==> src/rtl/dpwm_pkg.sv <==
package dpwm_pkg;
  typedef enum logic [1:0] {
    MODE_PLAIN = 2'd0,
    MODE_STD   = 2'd1,
    MODE_ALT   = 2'd2,
    MODE_CRIT  = 2'd3
  } mode_e;

  typedef enum logic [1:0] {
    CMD_NONE   = 2'd0,
    CMD_SET_A  = 2'd1,
    CMD_SET_B  = 2'd2,
    CMD_TOGGLE = 2'd3
  } cmd_e;
endpackage

==> src/rtl/dpwm_ramp_ctrl.sv <==
module dpwm_ramp_ctrl
  import dpwm_pkg::*;
#(
  parameter int CNT_W = 16
) (
  input  logic             clk,
  input  logic             rst_n,
  input  mode_e            mode,
  input  logic             cir_en,
  input  logic [CNT_W-1:0] period,
  input  logic [CNT_W-1:0] period_alt,
  input  logic [CNT_W-1:0] cmp0,
  input  cmd_e             idx_cmd,
  output logic [CNT_W-1:0] cnt,
  output logic             idx,
  output logic             slot
);
  logic [CNT_W-1:0] top;
  logic [CNT_W-1:0] slot_per;
  logic             update;
  logic             idx_next;
  cmd_e             pend;

  // Period for the modes that use the circular pair.
  assign slot_per = (cir_en && slot) ? period_alt : period;

  // Active top for the current ramp.
  always_comb begin
    unique case (mode)
      MODE_PLAIN: top = period;
      MODE_STD,
      MODE_ALT:   top = slot_per;
      MODE_CRIT:  top = idx ? period : cmp0;
      default:    top = period;
    endcase
  end

  // A top moved below the running count still ends the ramp.
  assign update = (cnt >= top);

  // Index for the next ramp.
  always_comb begin
    unique case (pend)
      CMD_NONE:   idx_next = ~idx;
      CMD_SET_A:  idx_next = 1'b0;
      CMD_SET_B:  idx_next = 1'b1;
      CMD_TOGGLE: idx_next = idx;
      default:    idx_next = ~idx;
    endcase
  end

  always_ff @(posedge clk or negedge rst_n) begin
    if (!rst_n) begin
      cnt  <= '0;
      idx  <= 1'b0;
      slot <= 1'b0;
      pend <= CMD_NONE;
    end else begin
      if (update) begin
        cnt  <= '0;
        idx  <= idx_next;
        slot <= slot ^ cir_en;
      end else begin
        cnt <= cnt + 1'b1;
      end
      if (idx_cmd != CMD_NONE) pend <= idx_cmd;
      else if (update)         pend <= CMD_NONE;
    end
  end

  p_wrap_to_zero_r2: assert property (@(posedge clk) disable iff (!rst_n)
    update |=> (cnt == '0));
  p_count_step_r2: assert property (@(posedge clk) disable iff (!rst_n)
    !update |=> (cnt == $past(cnt) + 1'b1));
  p_idx_hold_r4: assert property (@(posedge clk) disable iff (!rst_n)
    !update |=> $stable(idx));
  p_auto_toggle_r4: assert property (@(posedge clk) disable iff (!rst_n)
    (update && pend == CMD_NONE) |=> (idx != $past(idx)));
  p_cmd_set_b_r10: assert property (@(posedge clk) disable iff (!rst_n)
    (update && pend == CMD_SET_B) |=> idx);
  p_cmd_toggle_r10: assert property (@(posedge clk) disable iff (!rst_n)
    (update && pend == CMD_TOGGLE) |=> $stable(idx));
  p_slot_hold_r6: assert property (@(posedge clk) disable iff (!rst_n)
    (!update || !cir_en) |=> $stable(slot));
endmodule

==> src/rtl/dpwm_wave.sv <==
module dpwm_wave
  import dpwm_pkg::*;
#(
  parameter int CNT_W  = 16,
  parameter int NUM_CH = 4
) (
  input  logic                    clk,
  input  logic                    rst_n,
  input  mode_e                   mode,
  input  logic [CNT_W-1:0]        cnt,
  input  logic                    idx,
  input  logic                    slot,
  input  logic                    cir_en,
  input  logic [NUM_CH*CNT_W-1:0] cmp_val,
  input  logic [CNT_W-1:0]        cmp0_alt,
  input  logic [NUM_CH-1:0]       pol,
  output logic [NUM_CH-1:0]       wave
);
  logic             dual;
  logic [CNT_W-1:0] cmp0_eff;

  assign dual     = (mode != MODE_PLAIN);
  assign cmp0_eff = (cir_en && slot) ? cmp0_alt : cmp_val[0 +: CNT_W];

  for (genvar ch = 0; ch < NUM_CH; ch++) begin : g_ch
    localparam bit ODD = (ch % 2) == 1;
    logic [CNT_W-1:0] c_src;
    logic             p_src;
    logic             crit_act;
    logic             raw;
    logic             gate;

    // Compare value and polarity source for this output.
    if (ch < 2) begin : g_pair
      always_comb begin
        if (mode == MODE_ALT) begin
          c_src = cmp0_eff;
          p_src = pol[0];
        end else begin
          c_src = cmp_val[ch*CNT_W +: CNT_W];
          p_src = pol[ch];
        end
      end
    end else begin : g_plain
      assign c_src = cmp_val[ch*CNT_W +: CNT_W];
      assign p_src = pol[ch];
    end

    // Set/clear window for output 0 in critical mode.
    if (ch == 0 && NUM_CH > 2) begin : g_crit_win
      assign crit_act = (cnt >= cmp_val[2*CNT_W +: CNT_W]) &&
                        (cnt <  cmp_val[0 +: CNT_W]);
    end else if (ch == 0) begin : g_crit_full
      assign crit_act = 1'b1;
    end else begin : g_crit_none
      assign crit_act = 1'b0;
    end

    always_comb begin
      if (mode == MODE_CRIT && ch == 0) raw = crit_act;
      else                               raw = (cnt < c_src);
    end

    assign gate     = dual && (ODD ? !idx : idx);
    assign wave[ch] = p_src ^ (raw && !gate);
  end

  p_odd_off_in_a_r5: assert property (@(posedge clk) disable iff (!rst_n)
    (mode == MODE_STD && !idx) |-> (wave[1] == pol[1]));
  p_even_off_in_b_r5: assert property (@(posedge clk) disable iff (!rst_n)
    (dual && idx) |-> (wave[0] == pol[0]));
  p_alt_shared_pol_r7: assert property (@(posedge clk) disable iff (!rst_n)
    (mode == MODE_ALT && !idx) |-> (wave[1] == pol[0]));
  p_plain_ungated_r3: assert property (@(posedge clk) disable iff (!rst_n)
    (mode == MODE_PLAIN && cnt < cmp_val[CNT_W +: CNT_W]) |-> (wave[1] != pol[1]));
endmodule

==> src/rtl/dpwm_top.sv <==
module dpwm_top
  import dpwm_pkg::*;
#(
  parameter int CNT_W  = 16,
  parameter int NUM_CH = 4
) (
  input  logic                    clk,
  input  logic                    rst_n,
  input  logic [1:0]              mode,
  input  logic                    cir_en,
  input  logic [CNT_W-1:0]        period,
  input  logic [CNT_W-1:0]        period_alt,
  input  logic [NUM_CH*CNT_W-1:0] cmp_val,
  input  logic [CNT_W-1:0]        cmp0_alt,
  input  logic [NUM_CH-1:0]       pol,
  input  logic [1:0]              idx_cmd,
  output logic [NUM_CH-1:0]       wave,
  output logic                    ramp_idx
);
  mode_e            mode_q;
  cmd_e             cmd_q;
  logic [CNT_W-1:0] cnt;
  logic             idx;
  logic             slot;

  assign mode_q = mode_e'(mode);
  assign cmd_q  = cmd_e'(idx_cmd);

  dpwm_ramp_ctrl #(.CNT_W(CNT_W)) u_ctrl (
    .clk        (clk),
    .rst_n      (rst_n),
    .mode       (mode_q),
    .cir_en     (cir_en),
    .period     (period),
    .period_alt (period_alt),
    .cmp0       (cmp_val[0 +: CNT_W]),
    .idx_cmd    (cmd_q),
    .cnt        (cnt),
    .idx        (idx),
    .slot       (slot)
  );

  dpwm_wave #(.CNT_W(CNT_W), .NUM_CH(NUM_CH)) u_wave (
    .clk      (clk),
    .rst_n    (rst_n),
    .mode     (mode_q),
    .cnt      (cnt),
    .idx      (idx),
    .slot     (slot),
    .cir_en   (cir_en),
    .cmp_val  (cmp_val),
    .cmp0_alt (cmp0_alt),
    .pol      (pol),
    .wave     (wave)
  );

  assign ramp_idx = idx;
endmodule

==> config.mk <==
export PLATFORM = sky130hd
export DESIGN_NAME = dpwm_top
export DESIGN_NICKNAME = d
export VERILOG_FILES = /design/src/rtl/dpwm_pkg.sv /design/src/rtl/dpwm_ramp_ctrl.sv /design/src/rtl/dpwm_wave.sv /design/src/rtl/dpwm_top.sv
export SDC_FILE = /design/constraint.sdc
export NUM_CORES = 1
export LEC_CHECK = 0
export BUFFER_PORTS_ARGS = -buffer_cell sky130_fd_sc_hd__buf_4
export CAP_MARGIN = 5
export CORE_MARGIN = 4
export CORE_UTILIZATION = 35
export CTS_BUF_LIST = sky130_fd_sc_hd__clkbuf_16
export CTS_CLUSTER_DIAMETER = 200
export CTS_CLUSTER_SIZE = 24
export DETAILED_ROUTE_END_ITERATION = 10
export GPL_TIMING_DRIVEN = 0
export SLEW_MARGIN = 20
export SYNTH_ARGS = -nofsm -noshare
export SYNTH_HDL_FRONTEND = slang
export SYNTH_HIERARCHICAL = 1
export SYNTH_SLANG_ARGS = --single-unit
==> constraint.sdc <==
create_clock -name clk -period 7.3 [get_ports clk]
set_input_delay 0.73 -clock clk [delete_from_list [all_inputs] [get_ports clk]]
set_output_delay 0.73 -clock clk [all_outputs]
set_load 0.02 [all_outputs]
==> flow_metrics.env <==
export IMPL_outcome="complete, no violations"
export IMPL_setup_viol_count_final=0
export IMPL_cts_sinks=20
export IMPL_power_frac_clock_pct=8.7
export IMPL_dieArea_sq_um=13700
export IMPL_slew_headroom_pct=40.3
export IMPL_synthSimpleGateAreaFrac_pct=20.2
export IMPL_start_kind="input port"
export IMPL_worstSetupEndpointType="output port"
export IMPL_synth_compound_area_share_pct=22.8
export IMPL_drc=0
export IMPL_drt_iter0_markers=270
export IMPL_tritoncts="built"
export IMPL_slew_viol_final=0
export IMPL_synth_top_family_by_area="adder cells"
export IMPL_finalCriticalPeriod_ns=4.34
export IMPL_p_seq_share_pct=24.6
export IMPL_syn_nets=768
export IMPL_root_buffer="clkbuf_16"
export IMPL_p_int_uw=623
export IMPL_critical_path_max_fanout=10
export IMPL_final_common_cell="buf_4"
export IMPL_critPathLaunch="cir_en"
export IMPL_detail_route_wl_per_cell_microns=17.4
export IMPL_wirelength_microns=14300
export IMPL_place_inst=817
export IMPL_p_per_area_nw_per_um2=232
export IMPL_yosysSeqAreaShare_pct=12.0
export IMPL_leakagePower_nw=2.99
export IMPL_synth_distinct_cells=52
export IMPL_core_sq_um=11500
export IMPL_clock_path_buffers=2
export IMPL_syn_area_per_cell_sq_um=7.61
export IMPL_path_class="input port to output port"
export IMPL_rows=39
export IMPL_period_share_pct=59.5
export IMPL_rrSetupSlack_ns=3.49
export IMPL_num_antenna_cells=0
export IMPL_post_cts_buffers=0
export IMPL_nets=900
export IMPL_syn2layout_area_growth_pct=29.1
export IMPL_dr_total_vias=4587
export IMPL_crit_required_ns=6.57
export IMPL_synthXorXnorAreaFrac_pct=3.16
export IMPL_grt_pass1_vias=4488
export IMPL_synthesis_area_sq_um=4160
export IMPL_place_ws_ns=2.87
export IMPL_worstMarginPinSlew_ns=0.872
export IMPL_gp_congestion=0.902
export IMPL_drv_cap=0
export IMPL_finClkSkew_ns=0.00291
export IMPL_drive_above_1_share_pct=21.2
export IMPL_r2r_end="u_ctrl/slot$_DFFE_PN0P_"
export IMPL_finalSetupTns_ns=0
export IMPL_timing_final_ws_setup_ns=2.96
export IMPL_grt_max_degree=21
export IMPL_die_w_microns=117
export IMPL_ys_warn_count=6
export IMPL_start_util_pct=36.1
export IMPL_peakVddDrop_mv=0.126
export IMPL_synthTopCellsByArea="ha_1 29%, dfrtp_1 12%, a21oi_1 9.1%, inv_1 5.1%, nor2_1 4.1%"
export IMPL_holdBufCountCts=0
export IMPL_antenna_found_initial=0
export IMPL_arrival_ns=3.61
export IMPL_grt_use_total_pct=20.2
export IMPL_endpoint="wave[0]"
export IMPL_die_h_microns=117
export IMPL_dr_pass1_iters=5
export IMPL_final_cell_mix="130 x buf_4, 98 x ha_1, 76 x a21oi_1"
export IMPL_syn_instance_count=547
export IMPL_rsz0062_at_grt="no"
export IMPL_clk_pin_slew_ns=0.05
export IMPL_synth_edf_count=0
export IMPL_synth_flop_cell="dfrtp_1"
export IMPL_io_buffers=127
export IMPL_synth_top_area_share_pct=29.5
export IMPL_final_cells=821
export IMPL_hp_class="input port to asynchronous set/reset pin"
export IMPL_ant_nets=0
export IMPL_switching_share_pct=50.1
export IMPL_grt_pass1_wl_microns=21800
export IMPL_reg2reg_from="u_ctrl/slot$_DFFE_PN0P_"
export IMPL_hold_viol=0
export IMPL_synth_fa_ha_area_share_pct=29.7
export IMPL_ys_async_sr_fraction_pct=100
export IMPL_ios=128
export IMPL_synth_mux_area_share_pct=4.45
export IMPL_place_hpwl_microns=11700
export IMPL_ys_seq_elements=20
export IMPL_power_mw=1.25
export IMPL_fmax_ghz=0.230
export IMPL_clock_latency_ns=0.25
export IMPL_vias_per_cell=5.59
export IMPL_cts_resized=0
export IMPL_yosysTopAreaCell="ha_1"
export IMPL_overflow=0
export IMPL_combPwrFrac_pct=66.7
export IMPL_power_switching_uw=626
export IMPL_r2r_cells=14
export IMPL_htree_levels=1
export IMPL_cts_made_buffers=3
## power groups by stage
stage / sequential (mW) / combinational (mW) / clock [mW]
6_report: 0.307 / 0.833 / 0.109
5_1_grt: 0.317 / 0.950 / 0.117
4_1_cts: 0.309 / 0.828 / 0.111
3_5_place_dp: 0.311 / 0.825 / 0
3_3_place_gp: 0.311 / 0.788 / 0
2_1_floorplan: 0.235 / 0.601 / 0
## cell type report
type                       instances  area, sq um
inverter                          56          210
fill                            1133         6140
buffer                            20          110
multi-input combinational        451         3340
tap                              143          179
timing repair buffer             127          953
clock inverter                     1         3.75
sequential                        20          500
clock buffer                       3         75.1
## cell families (layout without fill, tap and decap cells)
logic type	count (synthesis)	count (layout)
xor gates and xnor gates	15	15
muxes	18	18
adders and majority gates	99	99
DFF	20	20
AOI/OAI and AO/OA	151	151
and+or+nand+nor	168	168
buffers and inverters	76	207
## per-stage QoR
step | hold slack, ns | area (sq um) | util, %
after global placement | 0.532 | 5290 | 46.0
after global routing | 0.361 | 5370 | 46.7
after CTS | 0.360 | 5370 | 46.7
final | 0.351 | 5370 | 46.7
after floorplan | 0.434 | 4160 | -
after detailed placement | 0.536 | 5290 | 46.0
## worst min path at each step
stage,endpoint,depth (start not counted),from,slack (ns)
6_report,u_ctrl/pend[1]$_DFFE_PN0P_,1,rst_n,0.35
5_1_grt,u_ctrl/pend[1]$_DFFE_PN0P_,1,rst_n,0.36
4_1_cts,u_ctrl/pend[1]$_DFFE_PN0P_,1,rst_n,0.36
3_5_place_dp,u_ctrl/slot$_DFFE_PN0P_,1,u_ctrl/slot$_DFFE_PN0P_,0.54
3_3_place_gp,u_ctrl/pend[1]$_DFFE_PN0P_,1,u_ctrl/pend[1]$_DFFE_PN0P_,0.53
2_1_floorplan,u_ctrl/cnt[0]$_DFF_PN0_,0,rst_n,0.43
## layer usage
layer,global-route usage (%),wire [microns],share of wire [%],vias to the layer above
met5,0,0,0,-
met4,6.65,399,2.8,0
met3,1.13,869,6.1,27
met2,35.6,6720,47,165
met1,26.4,6310,44,2129
li1,-,-,-,2266
## flip-flops by register name, indices dropped and copies added (netlist names)
register     count
u_ctrl/cnt      16
u_ctrl/idx       1
u_ctrl/pend      2
u_ctrl/slot      1
## cells in the mapped netlist, types with 4 or more instances
cell type   n
ha_1       98
nand2b_1    6
xor2_1      9
dfrtp_1    20
and3_1      5
xnor2_1     6
inv_1      56
nand2_1    35
nor2_1     46
mux2i_1    17
clkbuf_1   12
a21oi_1    76
nand4_1    19
nor3_1      8
a211oi_1    4
o21ai_0    14
nand3_1    27
a22oi_1    16
a21o_1     15
## worst max-delay path, cell delays in order
cell and delay (ns):
buf_4 0.12, buf_4 0.16, nand4b_1 0.11, buf_6 0.15
buf_2 0.31, mux2i_1 0.15, ha_1 0.31, nand4_1 0.14
or4_1 0.54, a211o_1 0.31, and4_4 0.19, a211oi_2 0.20
buf_4 0.17
No activity file was read; power rests on OpenSTA's default activity.
